<file path="src/rtl/hb_pkg.sv">
package hb_pkg;

  // Control-to-datapath strobes for one cycle
  typedef struct packed {
    logic issueWe;   // write payload into the tail slot
    logic retireEn;  // free the head slot
    logic finishEn;  // a finish report may be recorded
    logic undoEn;    // free the slot under the rollback cursor
  } hbStrobe_t;

  // Cause codes whose return address is not the faulting address
  localparam int CODE_SYSCALL  = 9;
  localparam int CODE_TRACE    = 10;
  localparam int CODE_DATA_BKP = 11;

endpackage

</file>
<file path="src/rtl/hb_datapath.sv">
module hb_datapath
  import hb_pkg::*;
#(
  parameter int DEPTH   = 8,
  parameter int ADDR_W  = 32,
  parameter int IDX_W   = 5,
  parameter int DATA_W  = 32,
  parameter int CAUSE_W = 4,
  parameter logic [ADDR_W-1:0] RESET_ADDR = 'h100,
  localparam int TAG_W  = (DEPTH > 1) ? $clog2(DEPTH) : 1
) (
  input  logic               clk,
  input  logic               rstN,
  input  hbStrobe_t          strobe,
  input  logic [TAG_W-1:0]   headPtr,
  input  logic [TAG_W-1:0]   tailPtr,
  input  logic [TAG_W-1:0]   walkPtr,
  input  logic [ADDR_W-1:0]  issueAddr,
  input  logic [ADDR_W-1:0]  issueNextAddr,
  input  logic [IDX_W-1:0]   issueDest,
  input  logic [DATA_W-1:0]  issueOldVal,
  input  logic [TAG_W-1:0]   finishTag,
  input  logic [CAUSE_W-1:0] finishCause,
  output logic               headFinished,
  output logic [CAUSE_W-1:0] headCause,
  output logic [ADDR_W-1:0]  headAddr,
  output logic [ADDR_W-1:0]  headNext,
  output logic [ADDR_W-1:0]  lastNext,
  output logic [IDX_W-1:0]   walkDest,
  output logic [DATA_W-1:0]  walkOld
);

  logic [DEPTH-1:0]   validVec;
  logic [DEPTH-1:0]   doneVec;
  logic [CAUSE_W-1:0] causeArr [DEPTH];

  logic [ADDR_W-1:0]  addrMem [DEPTH];
  logic [ADDR_W-1:0]  nextMem [DEPTH];
  logic [IDX_W-1:0]   destMem [DEPTH];
  logic [DATA_W-1:0]  oldMem  [DEPTH];

  // Per-slot status flags
  for (genvar g = 0; g < DEPTH; g++) begin : gSlot
    logic               slotValid;
    logic               slotDone;
    logic [CAUSE_W-1:0] slotCause;
    logic               issueHit;
    logic               freeHit;
    logic               finishHit;

    assign issueHit  = strobe.issueWe  && (tailPtr == TAG_W'(g));
    assign freeHit   = (strobe.retireEn && (headPtr == TAG_W'(g))) ||
                       (strobe.undoEn   && (walkPtr == TAG_W'(g)));
    assign finishHit = strobe.finishEn && slotValid && (finishTag == TAG_W'(g));

    always_ff @(posedge clk) begin
      if (!rstN) begin
        slotValid <= 1'b0;
        slotDone  <= 1'b0;
        slotCause <= '0;
      end else begin
        if (issueHit)      slotValid <= 1'b1;
        else if (freeHit)  slotValid <= 1'b0;

        if (issueHit) begin
          slotDone  <= 1'b0;
          slotCause <= '0;
        end else if (finishHit) begin
          slotDone  <= 1'b1;
          slotCause <= finishCause;
        end
      end
    end

    assign validVec[g] = slotValid;
    assign doneVec[g]  = slotDone;
    assign causeArr[g] = slotCause;
  end

  // Payload storage, written once at issue
  always_ff @(posedge clk) begin
    if (strobe.issueWe) begin
      addrMem[tailPtr] <= issueAddr;
      nextMem[tailPtr] <= issueNextAddr;
      destMem[tailPtr] <= issueDest;
      oldMem[tailPtr]  <= issueOldVal;
    end
  end

  // Next address of the most recent retirement
  always_ff @(posedge clk) begin
    if (!rstN)                lastNext <= RESET_ADDR;
    else if (strobe.retireEn) lastNext <= nextMem[headPtr];
  end

  assign headFinished = validVec[headPtr] && doneVec[headPtr];
  assign headCause    = causeArr[headPtr];
  assign headAddr     = addrMem[headPtr];
  assign headNext     = nextMem[headPtr];
  assign walkDest     = destMem[walkPtr];
  assign walkOld      = oldMem[walkPtr];

endmodule

</file>
<file path="src/rtl/hb_control.sv">
module hb_control
  import hb_pkg::*;
#(
  parameter int DEPTH   = 8,
  parameter int ADDR_W  = 32,
  parameter int CAUSE_W = 4,
  localparam int TAG_W  = (DEPTH > 1) ? $clog2(DEPTH) : 1,
  localparam int CNT_W  = $clog2(DEPTH + 1)
) (
  input  logic               clk,
  input  logic               rstN,
  input  logic               issueValid,
  input  logic               finishValid,
  input  logic               asyncReq,
  input  logic [CAUSE_W-1:0] asyncCause,
  input  logic               headFinished,
  input  logic [CAUSE_W-1:0] headCause,
  input  logic [ADDR_W-1:0]  headAddr,
  input  logic [ADDR_W-1:0]  headNext,
  input  logic [ADDR_W-1:0]  lastNext,
  output hbStrobe_t          strobe,
  output logic [TAG_W-1:0]   headPtr,
  output logic [TAG_W-1:0]   tailPtr,
  output logic [TAG_W-1:0]   walkPtr,
  output logic               issueReady,
  output logic               bufFull,
  output logic               retireValid,
  output logic               restoreValid,
  output logic               recoverDone,
  output logic [ADDR_W-1:0]  recoverAddr,
  output logic [CAUSE_W-1:0] recoverCause
);

  typedef enum logic [1:0] {ST_IDLE, ST_WALK, ST_DONE} hbState_t;

  localparam logic [CAUSE_W-1:0] SYS_C = CAUSE_W'(CODE_SYSCALL);
  localparam logic [CAUSE_W-1:0] TRC_C = CAUSE_W'(CODE_TRACE);
  localparam logic [CAUSE_W-1:0] DBK_C = CAUSE_W'(CODE_DATA_BKP);

  function automatic logic [TAG_W-1:0] ptrInc(input logic [TAG_W-1:0] p);
    return (p == TAG_W'(DEPTH - 1)) ? '0 : p + 1'b1;
  endfunction

  function automatic logic [TAG_W-1:0] ptrDec(input logic [TAG_W-1:0] p);
    return (p == '0) ? TAG_W'(DEPTH - 1) : p - 1'b1;
  endfunction

  hbState_t           stateQ;
  logic [TAG_W-1:0]   headQ, tailQ, walkQ, stopQ;
  logic [CNT_W-1:0]   countQ;
  logic [ADDR_W-1:0]  savedQ;
  logic [CAUSE_W-1:0] causeQ;

  logic idle, headExc, excNext, excPlus4, excAfter;
  logic startExc, startAsync, startRec, issueFire, retireEn, undoEn;

  always_comb begin
    idle       = (stateQ == ST_IDLE);
    headExc    = headFinished && (headCause != '0);
    excNext    = (headCause == SYS_C) || (headCause == TRC_C);
    excPlus4   = (headCause == DBK_C);
    excAfter   = excNext || excPlus4;
    startExc   = idle && headExc;
    startAsync = idle && !headExc && asyncReq;
    startRec   = startExc || startAsync;
    bufFull    = (countQ == CNT_W'(DEPTH));
    issueReady = idle && !bufFull && !startRec;
    issueFire  = issueValid && issueReady;
    retireEn   = idle && headFinished && (headExc ? excAfter : !asyncReq);
    undoEn     = (stateQ == ST_WALK);

    strobe.issueWe  = issueFire;
    strobe.retireEn = retireEn;
    strobe.finishEn = finishValid && idle;
    strobe.undoEn   = undoEn;
  end

  always_ff @(posedge clk) begin
    if (!rstN) begin
      stateQ <= ST_IDLE;
      headQ  <= '0;
      tailQ  <= '0;
      walkQ  <= '0;
      stopQ  <= '0;
      countQ <= '0;
      savedQ <= '0;
      causeQ <= '0;
    end else begin
      unique case ({issueFire, retireEn || undoEn})
        2'b10:   countQ <= countQ + 1'b1;
        2'b01:   countQ <= countQ - 1'b1;
        default: countQ <= countQ;
      endcase
      if (retireEn) headQ <= ptrInc(headQ);

      unique case (stateQ)
        ST_IDLE: begin
          if (issueFire) tailQ <= ptrInc(tailQ);
          if (startExc) begin
            causeQ <= headCause;
            if (!excAfter) begin
              savedQ <= headAddr;
              walkQ  <= ptrDec(tailQ);
              stopQ  <= headQ;
              stateQ <= ST_WALK;
            end else begin
              savedQ <= excPlus4 ? headAddr + ADDR_W'(4) : headNext;
              walkQ  <= ptrDec(tailQ);
              stopQ  <= ptrInc(headQ);
              stateQ <= (countQ == CNT_W'(1)) ? ST_DONE : ST_WALK;
            end
          end else if (startAsync) begin
            causeQ <= asyncCause;
            walkQ  <= ptrDec(tailQ);
            stopQ  <= headQ;
            if (countQ == '0) begin
              savedQ <= lastNext;
              stateQ <= ST_DONE;
            end else begin
              savedQ <= headAddr;
              stateQ <= ST_WALK;
            end
          end
        end
        ST_WALK: begin
          if (walkQ == stopQ) begin
            tailQ  <= walkQ;
            stateQ <= ST_DONE;
          end else begin
            walkQ <= ptrDec(walkQ);
          end
        end
        ST_DONE: stateQ <= ST_IDLE;
        default: stateQ <= ST_IDLE;
      endcase
    end
  end

  assign headPtr      = headQ;
  assign tailPtr      = tailQ;
  assign walkPtr      = walkQ;
  assign retireValid  = retireEn;
  assign restoreValid = undoEn;
  assign recoverDone  = (stateQ == ST_DONE);
  assign recoverAddr  = savedQ;
  assign recoverCause = causeQ;

endmodule

</file>
<file path="src/rtl/retire_history_buffer.sv">
module retire_history_buffer
  import hb_pkg::*;
#(
  parameter int DEPTH   = 8,
  parameter int ADDR_W  = 32,
  parameter int IDX_W   = 5,
  parameter int DATA_W  = 32,
  parameter int CAUSE_W = 4,
  parameter logic [ADDR_W-1:0] RESET_ADDR = 'h100,
  localparam int TAG_W  = (DEPTH > 1) ? $clog2(DEPTH) : 1
) (
  input  logic               clk,
  input  logic               rstN,
  input  logic               issueValid,
  input  logic [ADDR_W-1:0]  issueAddr,
  input  logic [ADDR_W-1:0]  issueNextAddr,
  input  logic [IDX_W-1:0]   issueDest,
  input  logic [DATA_W-1:0]  issueOldVal,
  output logic               issueReady,
  output logic [TAG_W-1:0]   issueTag,
  output logic               bufFull,
  input  logic               finishValid,
  input  logic [TAG_W-1:0]   finishTag,
  input  logic [CAUSE_W-1:0] finishCause,
  input  logic               asyncReq,
  input  logic [CAUSE_W-1:0] asyncCause,
  output logic               retireValid,
  output logic [TAG_W-1:0]   retireTag,
  output logic [ADDR_W-1:0]  retireAddr,
  output logic               restoreValid,
  output logic [IDX_W-1:0]   restoreDest,
  output logic [DATA_W-1:0]  restoreVal,
  output logic               recoverDone,
  output logic [ADDR_W-1:0]  recoverAddr,
  output logic [CAUSE_W-1:0] recoverCause
);

  hbStrobe_t          strobe;
  logic [TAG_W-1:0]   headPtr, tailPtr, walkPtr;
  logic               headFinished;
  logic [CAUSE_W-1:0] headCause;
  logic [ADDR_W-1:0]  headAddr, headNext, lastNext;

  hb_control #(
    .DEPTH(DEPTH), .ADDR_W(ADDR_W), .CAUSE_W(CAUSE_W)
  ) u_ctrl (
    .clk(clk), .rstN(rstN),
    .issueValid(issueValid), .finishValid(finishValid),
    .asyncReq(asyncReq), .asyncCause(asyncCause),
    .headFinished(headFinished), .headCause(headCause),
    .headAddr(headAddr), .headNext(headNext), .lastNext(lastNext),
    .strobe(strobe), .headPtr(headPtr), .tailPtr(tailPtr), .walkPtr(walkPtr),
    .issueReady(issueReady), .bufFull(bufFull), .retireValid(retireValid),
    .restoreValid(restoreValid), .recoverDone(recoverDone),
    .recoverAddr(recoverAddr), .recoverCause(recoverCause)
  );

  hb_datapath #(
    .DEPTH(DEPTH), .ADDR_W(ADDR_W), .IDX_W(IDX_W), .DATA_W(DATA_W),
    .CAUSE_W(CAUSE_W), .RESET_ADDR(RESET_ADDR)
  ) u_dp (
    .clk(clk), .rstN(rstN), .strobe(strobe),
    .headPtr(headPtr), .tailPtr(tailPtr), .walkPtr(walkPtr),
    .issueAddr(issueAddr), .issueNextAddr(issueNextAddr),
    .issueDest(issueDest), .issueOldVal(issueOldVal),
    .finishTag(finishTag), .finishCause(finishCause),
    .headFinished(headFinished), .headCause(headCause),
    .headAddr(headAddr), .headNext(headNext), .lastNext(lastNext),
    .walkDest(restoreDest), .walkOld(restoreVal)
  );

  assign issueTag   = tailPtr;
  assign retireTag  = headPtr;
  assign retireAddr = headAddr;

endmodule

</file>
<file path="config.mk">
export PLATFORM = sky130hd
export DESIGN_NAME = retire_history_buffer
export DESIGN_NICKNAME = d
export VERILOG_FILES = /design/src/rtl/hb_pkg.sv /design/src/rtl/hb_datapath.sv /design/src/rtl/hb_control.sv /design/src/rtl/retire_history_buffer.sv
export SDC_FILE = /design/constraint.sdc
export NUM_CORES = 1
export LEC_CHECK = 0
export BUFFER_PORTS_ARGS = -buffer_cell sky130_fd_sc_hd__buf_2
export CAP_MARGIN = 5
export CELL_PAD_IN_SITES_DETAIL_PLACEMENT = 1
export CELL_PAD_IN_SITES_GLOBAL_PLACEMENT = 2
export CORE_ASPECT_RATIO = 1.1
export CORE_UTILIZATION = 35
export DETAILED_ROUTE_END_ITERATION = 10
export PLACE_DENSITY = 0.65
export SLEW_MARGIN = 15
export SYNTH_ARGS = -nofsm -noshare
export SYNTH_HDL_FRONTEND = slang
export SYNTH_SLANG_ARGS = --single-unit
</file>
<file path="constraint.sdc">
create_clock -name clk -period 11.5 [get_ports clk]
set_input_delay 2.3 -clock clk [delete_from_list [all_inputs] [get_ports clk]]
set_output_delay 2.3 -clock clk [all_outputs]
set_load 0.005 [all_outputs]
</file>
==> flow_metrics.py, run 1 <==
metrics = {
    "status": {
        "status": "finished, final reports clean",
    },
    "critical_path": {
        "cp-start-kind": "register",
        "rr_worst_depth": 8,
        "worstPathRequired_ps": 9200,
        "reg2reg_from": "u_ctrl.headPtr[2]$_SDFFE_PN0P_",
        "crit_path_end_kind": "output port",
        "rr_endpoint": "u_dp.oldMem[2][12]$_DFFE_PP_",
        "arrival_ps": 3880,
        "critPathKind": "reg -> out",
        "path_max_fanout": 37,
        "ff2ff_setup_slack_ps": 5980,
    },
    "timing": {
        "timing.fmax_mhz": 162,
        "finalSetupViolations": 0,
        "hold_viol": 0,
        "tns_ps": 0,
        "rsz0062_at_grt": "false",
        "max_slew.worst_pin.slew_ps": 1200,
        "slew_headroom_pct": 19.5,
        "maxSlewViolCount": 0,
        "whs_ps": 471,
        "period_needed_ps": 6180,
        "period_share_pct": 53.7,
        "finClkSkew_ps": 24.3,
    },
    "placement": {
        "postPlaceCellArea_um2": 41300,
        "portBuffers": 232,
        "finalWeightedCongestion": 0.808,
        "hpwl_um": 70400,
    },
    "clock_tree": {
        "cts_tree": "done",
        "hold_buffers": 0,
        "path_clk_slew_ps": 60,
        "clk_path_buf_depth": 3,
        "root_buffer": "clkbuf_16",
        "post_cts_buffers": 0,
        "clkLatencyLatePin_ps": 670,
        "htree_levels": 3,
        "clock-sinks": 948,
        "post_cts_resized": 0,
        "cts_buffers": 101,
    },
    "synth": {
        "synth.yosys.seq_area_share_pct": 69.9,
        "async_reset_ff_share_pct": 0,
        "synth.avg_cell_area_um2": 17.7,
        "ys.flop_type": "edfxtp_1",
        "mappedNetlistArea_um2": 38700,
        "synth_compound_area_share_pct": 4.58,
        "synth_top_family_by_area": "multiplexers",
        "yosys_warnings": 0,
        "synth_xor_area_share_pct": 0.249,
        "synth_fa_ha_area_share_pct": 0.744,
        "yosys.area_share.simple_pct": 5.07,
        "synth.mux.area_fraction_pct": 17.0,
        "synth_nets": 2322,
        "synth_edf_count": 808,
        "synth.distinct_cells": 94,
        "synthCells": 2182,
        "ys_seq_elements": 948,
    },
    "min_path": {
        "holdPathEnd": "u_dp.gSlot[4].slotDone$_SDFFE_PP0P_",
        "min_path_type": "reg -> reg",
        "hold_path_depth": 2,
        "hp-start": "u_dp.gSlot[4].slotDone$_SDFFE_PP0P_",
    },
    "layout": {
        "layout_common_cells": "edfxtp_1 (808), buf_2 (232), mux4_2 (177)",
        "design_area_um2": 44600,
        "final_common_cell": "edfxtp_1",
        "nNetsFinal": 2575,
        "utilization_pct": 40.8,
        "syn_to_final_growth_pct": 15.3,
        "drive_above_1_share_pct": 28.4,
    },
    "routing": {
        "drt_first_pass_iters": 7,
        "wl_um": 111000,
        "drtIter0Drc": 1611,
        "dr_total_vias": 21400,
        "detail_route.wl_per_cell_um": 28.1,
        "ant_nets": 0,
        "routed_via_density": 5.43,
        "drc_errors": 0,
    },
    "power_and_ir_drop": {
        "power.leakage_uw": 0.0143,
        "comb_power_share_pct": 17.5,
        "switchingPower_uw": 2410,
        "swShare_pct": 27.3,
        "powerDensity_nw_per_um2": 198,
        "vdd_drop_max_v": 0.000165,
        "pwr-share-clk_pct": 36.3,
        "p_int_uw": 6420,
        "seqPwrFrac_pct": 46.2,
    },
    "floorplanning": {
        "initial_utilization_pct": 35.4,
        "die_area_um2": 112000,
        "io_pins": 233,
        "core_um2": 109000,
        "fp-row-count": 127,
        "die_w_um": 319,
        "die_h_um": 351,
    },
    "grt": {
        "grt_pass1_wl_um": 161000,
        "grt_overflow_total": 0,
        "grt_usage_pct": 19.7,
        "grt_pass1_vias": 22900,
        "grt_start_max_net_pins": 102,
        "grt_antenna_before_repair": 30,
    },
    "job": {
        "drv_cap": 0,
    },
}
## worst max path at each step
stage | start | end | slack (ps) | depth (start not counted)
2_1_floorplan | asyncReq | u_dp.addrMem[0][0]$_DFFE_PP_ | 1150 | 3
3_3_place_gp | asyncReq | u_dp.oldMem[5][26]$_DFFE_PP_ | 5540 | 7
3_5_place_dp | u_ctrl.headPtr[1]$_SDFFE_PN0P_ | u_dp.destMem[5][3]$_DFFE_PP_ | 5430 | 9
4_1_cts | u_ctrl.headPtr[1]$_SDFFE_PN0P_ | issueReady | 5030 | 7
5_1_grt | register | retireAddr[13] | 5090 | 5
6_report | register | retireAddr[13] | 5320 | 5
## layer usage
metal / vias up / GRT usage, % / wire length (um)
li1: 9354 / - / -
met1: 11300 / 25.5 / 47500
met2: 520 / 33.5 / 54600
met3: 162 / 4.48 / 6480
met4: 22 / 5.10 / 2130
met5: - / 0 / 144
## registers in the layout, indices dropped and copies added, names as in the netlist, 3 cells and up, named ones only
signal,flops
u_ctrl.tailPtr,3
u_dp.lastNext,32
u_dp.gSlot.slotValid,8
u_ctrl.headPtr,3
u_dp.addrMem,256
u_ctrl.countQ,4
u_ctrl.recoverAddr,32
u_dp.oldMem,256
u_dp.gSlot.slotDone,8
u_ctrl.recoverCause,4
u_ctrl.stopQ,3
u_dp.gSlot.slotCause,32
u_dp.nextMem,256
u_ctrl.walkPtr,3
u_dp.destMem,40
## power groups by stage
stage / Sequential [uW] / Combinational, uW / Clock (uW)
final: 4080 / 1540 / 3210
after global routing: 4100 / 1670 / 3420
after CTS: 4090 / 1580 / 3300
after detailed placement: 4160 / 1570 / 0
after global placement: 4150 / 1540 / 0
after floorplan: 4080 / 940 / 0
## kinds of logic (layout without fill, tap and decap cells)
kind of cell,Yosys count,in the layout
other,0,3
flip-flops,948,948
multiplexers,380,380
buffers and inverters,174,512
XOR/XNOR,11,11
AND/OR/NAND/NOR,397,397
AO/OA/AOI/OAI,249,249
adder cells (fa/ha/maj),23,23
## through the flow
step | instances | setup slack [ps] | power, uW
floorplan | 2182 | 1150 | 5020
detailed placement | 3750 | 5430 | 5730
global placement | 3750 | 5540 | 5690
finish | 3942 | 5320 | 8840
CTS | 3938 | 5030 | 8960
global route | 3940 | 5090 | 9190
## layout make-up
type | count | area [um^2]
multi-input combinational | 1060 | 10800
sequential | 948 | 27100
fill | 10700 | 64700
clock buffer | 129 | 2670
antenna | 3 | 7.51
inverter | 44 | 170
tap | 1419 | 1780
timing repair buffer | 280 | 1550
clock inverter | 59 | 576
## Yosys cell counts, types with 5 or more instances
cell / instances / area share, %
o221ai_1: 11 / 0.25
inv_1: 34 / 0.33
a211oi_1: 37 / 0.72
mux2_2: 63 / 1.8
inv_2: 7 / 0.068
clkbuf_1: 58 / 0.56
nor4_1: 13 / 0.21
nand2b_1: 6 / 0.097
a32oi_1: 7 / 0.16
a221oi_1: 5 / 0.11
buf_4: 15 / 0.29
o2111ai_1: 5 / 0.11
nand3b_1: 5 / 0.097
o211ai_1: 9 / 0.17
o22ai_1: 12 / 0.19
a31oi_1: 6 / 0.097
nor2_1: 149 / 1.4
mux2i_1: 107 / 2.8
mux4_2: 177 / 10
ha_1: 23 / 0.74
nor3_1: 22 / 0.28
nand3_1: 49 / 0.63
nand4_1: 14 / 0.23
nor2b_1: 6 / 0.097
buf_2: 18 / 0.23
dfxtp_1: 140 / 7.2
a21oi_1: 44 / 0.57
buf_6: 8 / 0.23
buf_1: 22 / 0.21
buf_12: 7 / 0.36
edfxtp_1: 808 / 63
or3_1: 5 / 0.081
and4_1: 9 / 0.20
xnor2_1: 6 / 0.14
mux4_1: 28 / 1.9
and3_1: 17 / 0.27
o21ai_0: 48 / 0.62
o31ai_1: 6 / 0.12
xor2_1: 5 / 0.11
nand2_1: 76 / 0.74
## worst max-delay path, cell delays in order (launching register included)
cell	delay, ps
dfxtp_4	830
buf_4	630
mux4_2	580
mux2i_1	580
inv_1	330
buf_2	220
Power figures use the tool's default switching activity.
==> run 2: changes to the inputs <==
Clock period 11.5 ns to 6.45 ns, I/O delays scaled along.
==> run 2 against run 1 <==
  * First-iteration DRC count down 3.8%
  * Via count up 0.25%
  * Critical path depth unchanged
  * Largest cell class unchanged
==> flow_metrics.py, run 2 (same netlist as run 1, synthesis figures left out) <==
metrics = {
    "critical_path": {
        "path_cells": "buf_4 -> mux4_1 -> mux2i_1 -> inv_1 -> buf_2",
        "cp_top_family": "multiplexers",
        "crit_slowest_cell": "dfxtp_4",
        "crit_path_end_kind": "output port",
        "path_max_fanout": 49,
        "cp-start-kind": "register",
        "arrival_ps": 3770,
        "max_stage_delay_ps": 990,
        "critPathKind": "reg -> out",
        "worst-path-buf-inv": 3,
        "worstPathRequired_ps": 5160,
    },
    "routing": {
        "dr_total_vias": 21400,
        "ant_nets": 0,
        "routed_via_density": 5.44,
        "drt_first_pass_iters": 5,
        "drtIter0Drc": 1549,
        "wl_um": 111000,
        "drc_errors": 0,
        "detail_route.wl_per_cell_um": 28.1,
    },
    "status": {
        "status": "finished, final reports clean",
    },
    "layout": {
        "reg.largest.list": "u_dp.addrMem (256), u_dp.nextMem (256), u_dp.oldMem (256)",
        "layout_common_cells": "edfxtp_1 (808), buf_2 (232), mux4_2 (177)",
        "stdcell_count": 3941,
        "nNetsFinal": 2574,
        "drive_above_1_share_pct": 28.6,
        "final_common_cell": "edfxtp_1",
        "syn_to_final_growth_pct": 15.6,
    },
    "timing": {
        "period_needed_ps": 5060,
        "hold_viol": 0,
        "period_share_pct": 78.4,
        "maxSlewViolCount": 0,
        "finClkSkew_ps": 28.7,
        "whs_ps": 470,
        "finalSetupViolations": 0,
        "tns_ps": 0,
        "timing.fmax_mhz": 198,
        "max_slew.worst_pin.slew_ps": 1240,
        "slew_headroom_pct": 17.3,
        "rsz0062_at_grt": "false",
    },
    "clock_tree": {
        "root_buffer": "clkbuf_16",
        "path_clk_slew_ps": 60,
        "clk_path_buf_depth": 3,
        "cts_tree": "done",
        "post_cts_resized": 0,
        "clock-sinks": 948,
        "clkLatencyLatePin_ps": 690,
        "cts_buffers": 100,
        "post_cts_buffers": 0,
        "htree_levels": 3,
        "hold_buffers": 0,
    },
    "power_and_ir_drop": {
        "swShare_pct": 27.6,
        "seqPwrFrac_pct": 46.4,
        "power.leakage_uw": 0.0143,
        "powerDensity_nw_per_um2": 350,
        "p_int_uw": 11300,
        "comb_power_share_pct": 17.5,
        "vdd_drop_max_v": 0.000254,
        "pwr-share-clk_pct": 36.1,
        "switchingPower_uw": 4330,
    },
    "grt": {
        "grt_antenna_before_repair": 27,
        "grt_start_max_net_pins": 102,
        "grt_pass1_vias": 23100,
        "grt_usage_pct": 19.7,
        "grt_pass1_wl_um": 162000,
        "grt_overflow_total": 0,
    },
    "floorplanning": {
        "fp-row-count": 127,
        "initial_utilization_pct": 35.4,
        "die_w_um": 319,
        "io_pins": 233,
        "core_um2": 109000,
        "die_h_um": 351,
        "die_area_um2": 112000,
    },
    "job": {
        "drv_cap": 0,
    },
    "placement": {
        "finalWeightedCongestion": 0.833,
        "hpwl_um": 70300,
        "portBuffers": 232,
        "placedCellCount": 3751,
    },
    "min_path": {
        "min_path_type": "reg -> reg",
    },
}
-- run 2: cell types whose count changed in the layout (fill, tap and decap cells not counted), sizes merged --
| cell | change |
|---|---|
| clkbuf | -7 |
| inv | -2 |
| clkinv | +12 |
| bufinv | -3 |
| diode | +2 |
| clkinvlp | -3 |
-- run 2: power groups by stage --
stage | logic, uW | registers, uW | clock network (uW)
3_3_place_gp | 2770 | 7390 | 0
4_1_cts | 2820 | 7280 | 5790
3_5_place_dp | 2800 | 7410 | 0
6_report | 2750 | 7280 | 5650
5_1_grt | 3000 | 7310 | 6000
2_1_floorplan | 1680 | 7260 | 0
-- run 2: area by class of cell --
type	instances	area [um^2]
antenna	5	12.5
clock buffer	122	2670
clock inverter	63	524
fill	10700	64600
inverter	44	170
multi-input combinational	1060	10800
sequential	948	27100
tap	1419	1780
timing repair buffer	280	1700
-- run 2: path summary, 6_finish.rpt --
check | start | endpoint | slack, ps | depth (start not counted)
setup / recovery | register | retireAddr[19] | 1390 | 5
hold reg to reg | u_dp.gSlot[5].slotDone$_SDFFE_PP0P_ | u_dp.gSlot[5].slotDone$_SDFFE_PP0P_ | 470 | 2
setup reg to reg | u_ctrl.headPtr[2]$_SDFFE_PN0P_ | u_dp.oldMem[3][27]$_DFFE_PP_ | 1750 | 7
hold / removal | u_dp.gSlot[5].slotDone$_SDFFE_PP0P_ | u_dp.gSlot[5].slotDone$_SDFFE_PP0P_ | 470 | 2
-- run 2: per-layer routing --
metal / part of all wire (%) / track usage, % / up-vias
met1: 43 / 25.8 / 11300
met5: 0.065 / 0 / -
met4: 2.3 / 5.47 / 12
met2: 49 / 33.3 / 573
met3: 5.8 / 4.13 / 178
li1: - / - / 9353
-- run 2: worst register-to-register path, cell delays in order (launching register included) --
cell     delay [ps]
dfxtp_1         760
nor2b_1         380
nand3_1         160
and4_1          410
o21ai_0         480
nand4_1         690
nor2_4         1060
buf_12          390
-- run 2: per-stage QoR --
| step | worst slack (ps) | power [uW] | utilization, % | instance area (um^2) |
|---|---|---|---|---|
| CTS | 1290 | 15900 | 40.9 | 44700 |
| global route | 1190 | 16300 | 40.9 | 44700 |
| floorplan | -466 | 8940 | - | 38700 |
| detailed placement | 1760 | 10200 | 38.0 | 41500 |
| finish | 1390 | 15700 | 40.9 | 44700 |
| global placement | 1760 | 10200 | 38.0 | 41500 |
